==> src/rtl/pport_pkg.sv <==
package pport_pkg;
    localparam int PORT_W     = 8;
    localparam int SEL_W      = 2;
    localparam logic [SEL_W-1:0] SEL_A    = 2'd0;
    localparam logic [SEL_W-1:0] SEL_B    = 2'd1;
    localparam logic [SEL_W-1:0] SEL_C    = 2'd2;
    localparam logic [SEL_W-1:0] SEL_CTRL = 2'd3;
    localparam logic [PORT_W-1:0] CTRL_RESET = 8'h9B;

    // Port C positions used by the strobed modes
    localparam int PC_INTR_B = 0;
    localparam int PC_FLAG_B = 1;
    localparam int PC_HS_B   = 2;
    localparam int PC_INTR_A = 3;
    localparam int PC_STB_A  = 4;
    localparam int PC_IBF_A  = 5;
    localparam int PC_ACK_A  = 6;
    localparam int PC_OBF_A  = 7;

    typedef enum logic [1:0] {GM_SIMPLE, GM_STROBED, GM_BIDIR} grp_mode_e;

    typedef struct packed {
        grp_mode_e a_mode;
        logic      a_in;
        logic      pcu_in;
        logic      b_strobed;
        logic      b_in;
        logic      pcl_in;
    } cfg_t;

    function automatic cfg_t decode_cfg(input logic [PORT_W-1:0] w);
        cfg_t c;
        c.a_mode    = w[6] ? GM_BIDIR : (w[5] ? GM_STROBED : GM_SIMPLE);
        c.a_in      = w[4];
        c.pcu_in    = w[3];
        c.b_strobed = w[2];
        c.b_in      = w[1];
        c.pcl_in    = w[0];
        return c;
    endfunction
endpackage

==> src/rtl/pport_hs_chan.sv <==
module pport_hs_chan
    import pport_pkg::*;
(
    input  logic              clk,
    input  logic              rst,
    input  logic              clr,
    input  logic              in_en,
    input  logic              out_en,
    input  logic              stb_n,
    input  logic              ack_n,
    input  logic              inte_in,
    input  logic              inte_out,
    input  logic              cpu_wr,
    input  logic              cpu_rd,
    input  logic [PORT_W-1:0] pins,
    input  logic [PORT_W-1:0] wdata,
    output logic [PORT_W-1:0] in_q,
    output logic [PORT_W-1:0] out_q,
    output logic              ibf,
    output logic              obf,
    output logic              intr
);
    logic stb_q, ack_q, done;
    logic stb_fall, ack_fall;

    assign stb_fall = stb_q & ~stb_n;
    assign ack_fall = ack_q & ~ack_n;

    always_ff @(posedge clk) begin
        if (rst) begin
            stb_q <= 1'b1;
            ack_q <= 1'b1;
        end else begin
            stb_q <= stb_n;
            ack_q <= ack_n;
        end
    end

    always_ff @(posedge clk) begin
        if (rst || clr) begin
            in_q  <= '0;
            out_q <= '0;
            ibf   <= 1'b0;
            obf   <= 1'b0;
            done  <= 1'b0;
        end else begin
            if (stb_fall && in_en) begin
                in_q <= pins;
                ibf  <= 1'b1;
            end else if (cpu_rd && in_en) begin
                ibf  <= 1'b0;
            end
            if (cpu_wr) out_q <= wdata;
            if (cpu_wr && out_en)        obf <= 1'b1;
            else if (ack_fall && out_en) obf <= 1'b0;
            if (cpu_wr)                         done <= 1'b0;
            else if (ack_fall && out_en && obf) done <= 1'b1;
        end
    end

    assign intr = (in_en & inte_in & ibf) | (out_en & inte_out & done);

    a_r7_flag_on_strobe: assert property (@(posedge clk) disable iff (rst)
        (stb_fall && in_en && !clr) |=> ibf);
    a_r8_full_off_on_ack: assert property (@(posedge clk) disable iff (rst)
        (ack_fall && out_en && !cpu_wr && !clr) |=> !obf);
    a_r6_clear_on_mode: assert property (@(posedge clk) disable iff (rst)
        clr |=> (!ibf && !obf && !intr && out_q == '0));
endmodule

==> src/rtl/pport_c_mux.sv <==
module pport_c_mux
    import pport_pkg::*;
(
    input  cfg_t              cfg,
    input  logic [PORT_W-1:0] pc_latch,
    input  logic [PORT_W-1:0] pc_in,
    input  logic              ibf_a,
    input  logic              obf_a,
    input  logic              intr_a,
    input  logic              ibf_b,
    input  logic              obf_b,
    input  logic              intr_b,
    output logic [PORT_W-1:0] pc_out,
    output logic [PORT_W-1:0] pc_oe,
    output logic [PORT_W-1:0] pc_rd
);
    localparam int HALF = PORT_W / 2;
    logic a_strobed, a_in_side, a_out_side;
    logic [PORT_W-1:0] plain_oe;

    assign a_strobed  = (cfg.a_mode != GM_SIMPLE);
    assign a_in_side  = (cfg.a_mode == GM_BIDIR) || (cfg.a_mode == GM_STROBED && cfg.a_in);
    assign a_out_side = (cfg.a_mode == GM_BIDIR) || (cfg.a_mode == GM_STROBED && !cfg.a_in);
    assign plain_oe   = {{HALF{~cfg.pcu_in}}, {HALF{~cfg.pcl_in}}};

    always_comb begin
        pc_out = pc_latch;
        pc_oe  = plain_oe;
        pc_rd  = (pc_latch & plain_oe) | (pc_in & ~plain_oe);
        if (a_strobed) begin
            pc_out[PC_INTR_A] = intr_a;
            pc_oe[PC_INTR_A]  = 1'b1;
            pc_rd[PC_INTR_A]  = intr_a;
        end
        if (a_in_side) begin
            pc_oe[PC_STB_A]  = 1'b0;
            pc_rd[PC_STB_A]  = pc_latch[PC_STB_A];
            pc_out[PC_IBF_A] = ibf_a;
            pc_oe[PC_IBF_A]  = 1'b1;
            pc_rd[PC_IBF_A]  = ibf_a;
        end
        if (a_out_side) begin
            pc_oe[PC_ACK_A]  = 1'b0;
            pc_rd[PC_ACK_A]  = pc_latch[PC_ACK_A];
            pc_out[PC_OBF_A] = ~obf_a;
            pc_oe[PC_OBF_A]  = 1'b1;
            pc_rd[PC_OBF_A]  = ~obf_a;
        end
        if (cfg.b_strobed) begin
            pc_oe[PC_HS_B]    = 1'b0;
            pc_rd[PC_HS_B]    = pc_latch[PC_HS_B];
            pc_out[PC_FLAG_B] = cfg.b_in ? ibf_b : ~obf_b;
            pc_oe[PC_FLAG_B]  = 1'b1;
            pc_rd[PC_FLAG_B]  = cfg.b_in ? ibf_b : ~obf_b;
            pc_out[PC_INTR_B] = intr_b;
            pc_oe[PC_INTR_B]  = 1'b1;
            pc_rd[PC_INTR_B]  = intr_b;
        end
    end
endmodule

==> src/rtl/pport_triple.sv <==
module pport_triple
    import pport_pkg::*;
(
    input  logic              clk,
    input  logic              rst,
    input  logic              cs_n,
    input  logic              rd_n,
    input  logic              wr_n,
    input  logic [SEL_W-1:0]  sel,
    input  logic [PORT_W-1:0] wdata,
    output logic [PORT_W-1:0] rdata,
    input  logic [PORT_W-1:0] pa_in,
    output logic [PORT_W-1:0] pa_out,
    output logic [PORT_W-1:0] pa_oe,
    input  logic [PORT_W-1:0] pb_in,
    output logic [PORT_W-1:0] pb_out,
    output logic [PORT_W-1:0] pb_oe,
    input  logic [PORT_W-1:0] pc_in,
    output logic [PORT_W-1:0] pc_out,
    output logic [PORT_W-1:0] pc_oe
);
    logic [PORT_W-1:0] ctrl, pc_latch, pc_rd;
    logic [PORT_W-1:0] a_inq, b_inq;
    logic wr_act, rd_act, mode_wr, bsr_wr;
    logic a_ien, a_oen, b_ien, b_oen;
    logic ibf_a, obf_a, intr_a, ibf_b, obf_b, intr_b;
    cfg_t cfg;

    assign cfg     = decode_cfg(ctrl);
    assign wr_act  = ~cs_n & ~wr_n;
    assign rd_act  = ~cs_n & ~rd_n & wr_n;
    assign mode_wr = wr_act && sel == SEL_CTRL && wdata[7];
    assign bsr_wr  = wr_act && sel == SEL_CTRL && !wdata[7];

    always_ff @(posedge clk) begin
        if (rst) begin
            ctrl     <= CTRL_RESET;
            pc_latch <= '0;
        end else if (mode_wr) begin
            ctrl     <= wdata;
            pc_latch <= '0;
        end else if (bsr_wr) begin
            pc_latch[wdata[3:1]] <= wdata[0];
        end else if (wr_act && sel == SEL_C) begin
            pc_latch <= wdata;
        end
    end

    assign a_ien = (cfg.a_mode == GM_BIDIR) || (cfg.a_mode == GM_STROBED && cfg.a_in);
    assign a_oen = (cfg.a_mode == GM_BIDIR) || (cfg.a_mode == GM_STROBED && !cfg.a_in);
    assign b_ien = cfg.b_strobed & cfg.b_in;
    assign b_oen = cfg.b_strobed & ~cfg.b_in;

    pport_hs_chan u_chan_a (
        .clk(clk), .rst(rst), .clr(mode_wr), .in_en(a_ien), .out_en(a_oen),
        .stb_n(pc_in[PC_STB_A]), .ack_n(pc_in[PC_ACK_A]),
        .inte_in(pc_latch[PC_STB_A]), .inte_out(pc_latch[PC_ACK_A]),
        .cpu_wr(wr_act && sel == SEL_A), .cpu_rd(rd_act && sel == SEL_A),
        .pins(pa_in), .wdata(wdata), .in_q(a_inq), .out_q(pa_out),
        .ibf(ibf_a), .obf(obf_a), .intr(intr_a));

    pport_hs_chan u_chan_b (
        .clk(clk), .rst(rst), .clr(mode_wr), .in_en(b_ien), .out_en(b_oen),
        .stb_n(pc_in[PC_HS_B]), .ack_n(pc_in[PC_HS_B]),
        .inte_in(pc_latch[PC_HS_B]), .inte_out(pc_latch[PC_HS_B]),
        .cpu_wr(wr_act && sel == SEL_B), .cpu_rd(rd_act && sel == SEL_B),
        .pins(pb_in), .wdata(wdata), .in_q(b_inq), .out_q(pb_out),
        .ibf(ibf_b), .obf(obf_b), .intr(intr_b));

    pport_c_mux u_cmux (
        .cfg(cfg), .pc_latch(pc_latch), .pc_in(pc_in),
        .ibf_a(ibf_a), .obf_a(obf_a), .intr_a(intr_a),
        .ibf_b(ibf_b), .obf_b(obf_b), .intr_b(intr_b),
        .pc_out(pc_out), .pc_oe(pc_oe), .pc_rd(pc_rd));

    always_comb begin
        if (cfg.a_mode == GM_BIDIR) pa_oe = {PORT_W{~pc_in[PC_ACK_A]}};
        else                        pa_oe = {PORT_W{~cfg.a_in}};
    end
    assign pb_oe = {PORT_W{~cfg.b_in}};

    always_comb begin
        rdata = '0;
        if (rd_act) begin
            unique case (sel)
                SEL_A:   rdata = a_ien ? a_inq : (cfg.a_in && cfg.a_mode == GM_SIMPLE) ? pa_in : pa_out;
                SEL_B:   rdata = b_ien ? b_inq : (cfg.b_in && !cfg.b_strobed) ? pb_in : pb_out;
                SEL_C:   rdata = pc_rd;
                default: rdata = ctrl;
            endcase
        end
    end

    a_r5_bit_command: assert property (@(posedge clk) disable iff (rst)
        bsr_wr |=> (pc_latch[$past(wdata[3:1])] == $past(wdata[0]) && ctrl == $past(ctrl)));
    a_r2_idle_bus: assert property (@(posedge clk) disable iff (rst)
        cs_n |=> ($stable(ctrl) && $stable(pc_latch)));
    a_r9_bidir_release: assert property (@(posedge clk) disable iff (rst)
        (cfg.a_mode == GM_BIDIR && pc_in[PC_ACK_A]) |-> pa_oe == '0);
    a_r2_quiet_rdata: assert property (@(posedge clk) disable iff (rst)
        !rd_act |-> rdata == '0);
endmodule

==> config.mk <==
export PLATFORM = sky130hd
export DESIGN_NAME = pport_triple
export DESIGN_NICKNAME = d
export VERILOG_FILES = /design/src/rtl/pport_pkg.sv /design/src/rtl/pport_hs_chan.sv /design/src/rtl/pport_c_mux.sv /design/src/rtl/pport_triple.sv
export SDC_FILE = /design/constraint.sdc
export NUM_CORES = 1
export LEC_CHECK = 0
export ABC_AREA = 1
export BUFFER_PORTS_ARGS = -buffer_cell sky130_fd_sc_hd__buf_2
export CORE_ASPECT_RATIO = 0.7
export CORE_UTILIZATION = 25
export CTS_CLUSTER_SIZE = 16
export DETAILED_ROUTE_END_ITERATION = 6
export GPL_TIMING_DRIVEN = 0
export SLEW_MARGIN = 25
export SYNTH_ARGS = -nofsm -noshare
export SYNTH_HDL_FRONTEND = slang
export SYNTH_SLANG_ARGS = --single-unit
==> constraint.sdc <==
create_clock -name clk -period 2.9 [get_ports clk]
set_clock_uncertainty 0.2 [all_clocks]
set_input_delay 0.145 -clock clk [delete_from_list [all_inputs] [get_ports clk]]
set_output_delay 0.145 -clock clk [all_outputs]
set_load 0.01 [all_outputs]
==> flow_summary.json <==
{
  "wl_per_cell_microns": 14.2,
  "diodes": 0,
  "vias_per_cell": 4.52,
  "grt.met3_usage_pct": 4.00,
  "cts_buffers": 9,
  "ys.flop_type": "dfxtp_1",
  "dp_hpwl_microns": 9390,
  "area_growth_pct": 36.2,
  "fill_cells": 1490,
  "ir_drop_mv": 0.278,
  "synth_edf_count": 0,
  "dieArea_sq_um": 14000,
  "die_h_microns": 99.5,
  "crit_slowest_cell": "a21oi_1",
  "clkTransAtPathRegs_ns": 0.05,
  "yosys.area.top_type": "dfxtp_1",
  "track_usage_pct": 17.9,
  "worstPathArrival_ns": 2.13,
  "synth-seq-cells": 57,
  "ys_seq_area_share_pct": 33.6,
  "crit_buf_inv": 3,
  "clockRootBuffer": "clkbuf_16",
  "ys_warn_count": 0,
  "syn-cell-area_sq_um": 3390,
  "start_util_pct": 25.7,
  "worstSetupPathType": "register to output pin",
  "worstMarginPinSlew_ns": 0.609,
  "async_flop_share_pct": 0,
  "max_cap_viol_count": 0,
  "grt_first_pass_wirelength_microns": 18900,
  "rsz0062_at_grt": "no",
  "routabilityCongestion": 0.855,
  "drive_gt1_share_pct": 24.4,
  "synthCells": 539,
  "grt_max_degree": 18,
  "first_pass_iters": 5,
  "fin_nets": 705,
  "critPathMaxFanout": 10,
  "setup_viol": 0,
  "met1_usage_pct": 26.8,
  "core_sq_um": 13200,
  "htree_levels": 3,
  "cts_sinks": 57,
  "hold_viol_final": 0,
  "synth.most_common_cell": "nand2_1",
  "crit_path_end_kind": "output pin",
  "final_max_slew_viol_count": 0,
  "antenna_found_initial": 0,
  "ff2ff_setup_slack_ns": 0.98,
  "clk_path_buf_depth": 2,
  "min_period_over_period_pct": 85.4,
  "routed_wl_microns": 12200,
  "path_cells": "a21oi_1 -> buf_2 -> nand3_1 -> nand2_1 -> nand2_1 -> o21ai_1 -> inv_1 -> buf_2",
  "worst_path_largest_cell_delay_ns": 0.50,
  "fin_area_sq_um": 4620,
  "port-buffer-count": 91,
  "ys_types": 29,
  "post_cts_buffers": 0,
  "run_status": "completed",
  "tns_ns": 0,
  "drc": 0,
  "dpl-instance-area_sq_um": 4080,
  "yosys.area.top_type_share_pct": 33.6,
  "via_count": 3869,
  "hold_buffers": 25,
  "synth.area.top_cells": "dfxtp_1 34%, nand2_1 18%, a21oi_1 9.3%",
  "grt-busiest-layer": "met1",
  "ant_nets": 0,
  "required_ns": 2.56,
  "ys_top_cells_by_count": "160 x nand2_1, 63 x a21oi_1, 59 x nor2_1",
  "hp-class": "primary input to register",
  "powerDensity_nw_per_um2": 471,
  "drt-initial-drc-count": 244,
  "synth_area_per_cell_sq_um": 6.29,
  "leakage_nw": 2.31,
  "use_met2_pct": 25.7,
  "crit_family": "compound AO/OA/AOI/OAI gates",
  "min_period_ns": 2.48,
  "max-slew-margin-rel_pct": 59.4,
  "crit_path_start_kind": "register",
  "syn_nets": 578,
  "clock.fmax_mhz": 404,
  "row_count": 35,
  "cts_tree": "yes",
  "floorplan.die.width_microns": 141,
  "num_io_pins": 95,
  "insertion_delay_ns": 0.33,
  "cts_resized": 0,
  "grt_pass1_vias": 3486,
  "grt-ovfl-total": 0
}
==> metrics by stage <==
| step | utilization, % | setup slack (ns) | hold WS [ns] | instances | total power (W) |
|---|---|---|---|---|---|
| 2_1_floorplan | - | 1.26 | 0.0419 | 539 | 0.000998 |
| 3_3_place_gp | 30.9 | 0.770 | 0.186 | 815 | 0.00111 |
| 3_5_place_dp | 30.9 | 0.774 | 0.187 | 815 | 0.00111 |
| 4_1_cts | 35.0 | 0.427 | 0.0385 | 856 | 0.00219 |
| 5_1_grt | 35.0 | 0.241 | 0.0733 | 856 | 0.00226 |
| 6_report | 35.0 | 0.424 | 0.0486 | 856 | 0.00217 |
==> state kept, by name, summed over array words and instances (netlist names), 8 cells and up <==
signal and count:
pc_latch 8, ctrl 8, u_chan_b.out_q 8, u_chan_a.out_q 8, u_chan_a.in_q 8, u_chan_b.in_q 8
==> cells by family after synthesis <==
logic type,synth area share (%)
and+or+nand+nor,36.8
AOI/OAI and AO/OA,16.6
DFF,33.6
buffers and inverters,12.9
==> where the power goes <==
part	switching, W	internal [W]
registers	0.0000132	0.000800
clock network	0.000363	0.000685
logic	0.000189	0.000124
total	0.000565	0.00161
==> placed cells by master, fill, tap and decap left out, drive strengths merged <==
cell type    Yosys  routed
nand2          166     166
buf             32     123
nor2            65      65
a21oi           63      63
dfxtp           57      57
nand3           54      54
inv             49      49
o21ai           36      36
dlygate4sd3      0      25
clkbuf           5      18
clkinv           3       5
nor3             3       3
o31ai            2       2
o21bai           1       1
nand4            1       1
a211oi           1       1
o211ai           1       1
bufinv           0       1
==> layer usage <==
layer / routed length (microns) / vias up / share of wire (%)
li1: - / 1975 / -
met1: 6180 / 1749 / 51
met2: 5010 / 135 / 41
met3: 862 / 10 / 7.1
met4: 117 / 0 / 0.96
met5: 0 / - / 0
==> worst paths after layout <==
path                        start                        endpoint  cells past startpoint
max reg2reg  ctrl[2]$_SDFFE_PP0P_   u_chan_b.in_q[0]$_SDFFE_PP0P_                      7
min reg2reg  ctrl[7]$_SDFFE_PP1P_            ctrl[7]$_SDFFE_PP1P_                      2
max          ctrl[6]$_SDFFE_PP0P_                        rdata[5]                      8
min                      wdata[0]  u_chan_b.out_q[0]$_SDFFE_PP0P_                      3
==> final cells by class <==
cell class                 instances  area [sq um]  share of cell area, %
clock inverter                     3          40.0                  0.867
clock buffer                      13           250                   5.42
sequential                        57          1140                   24.7
timing repair buffer             116           706                   15.3
inverter                          52           195                   4.23
tap                              185           231                   5.01
multi-input combinational        393          1810                   39.2
buffer                            37           243                   5.25
==> tightest hold or removal path, delay by kind of cell <==
family,cells,cell delay (ns)
compound gates,1,0.05
buf+inv,1,0.20
simple gates,1,0.12
(Power assumes the default switching activity.)
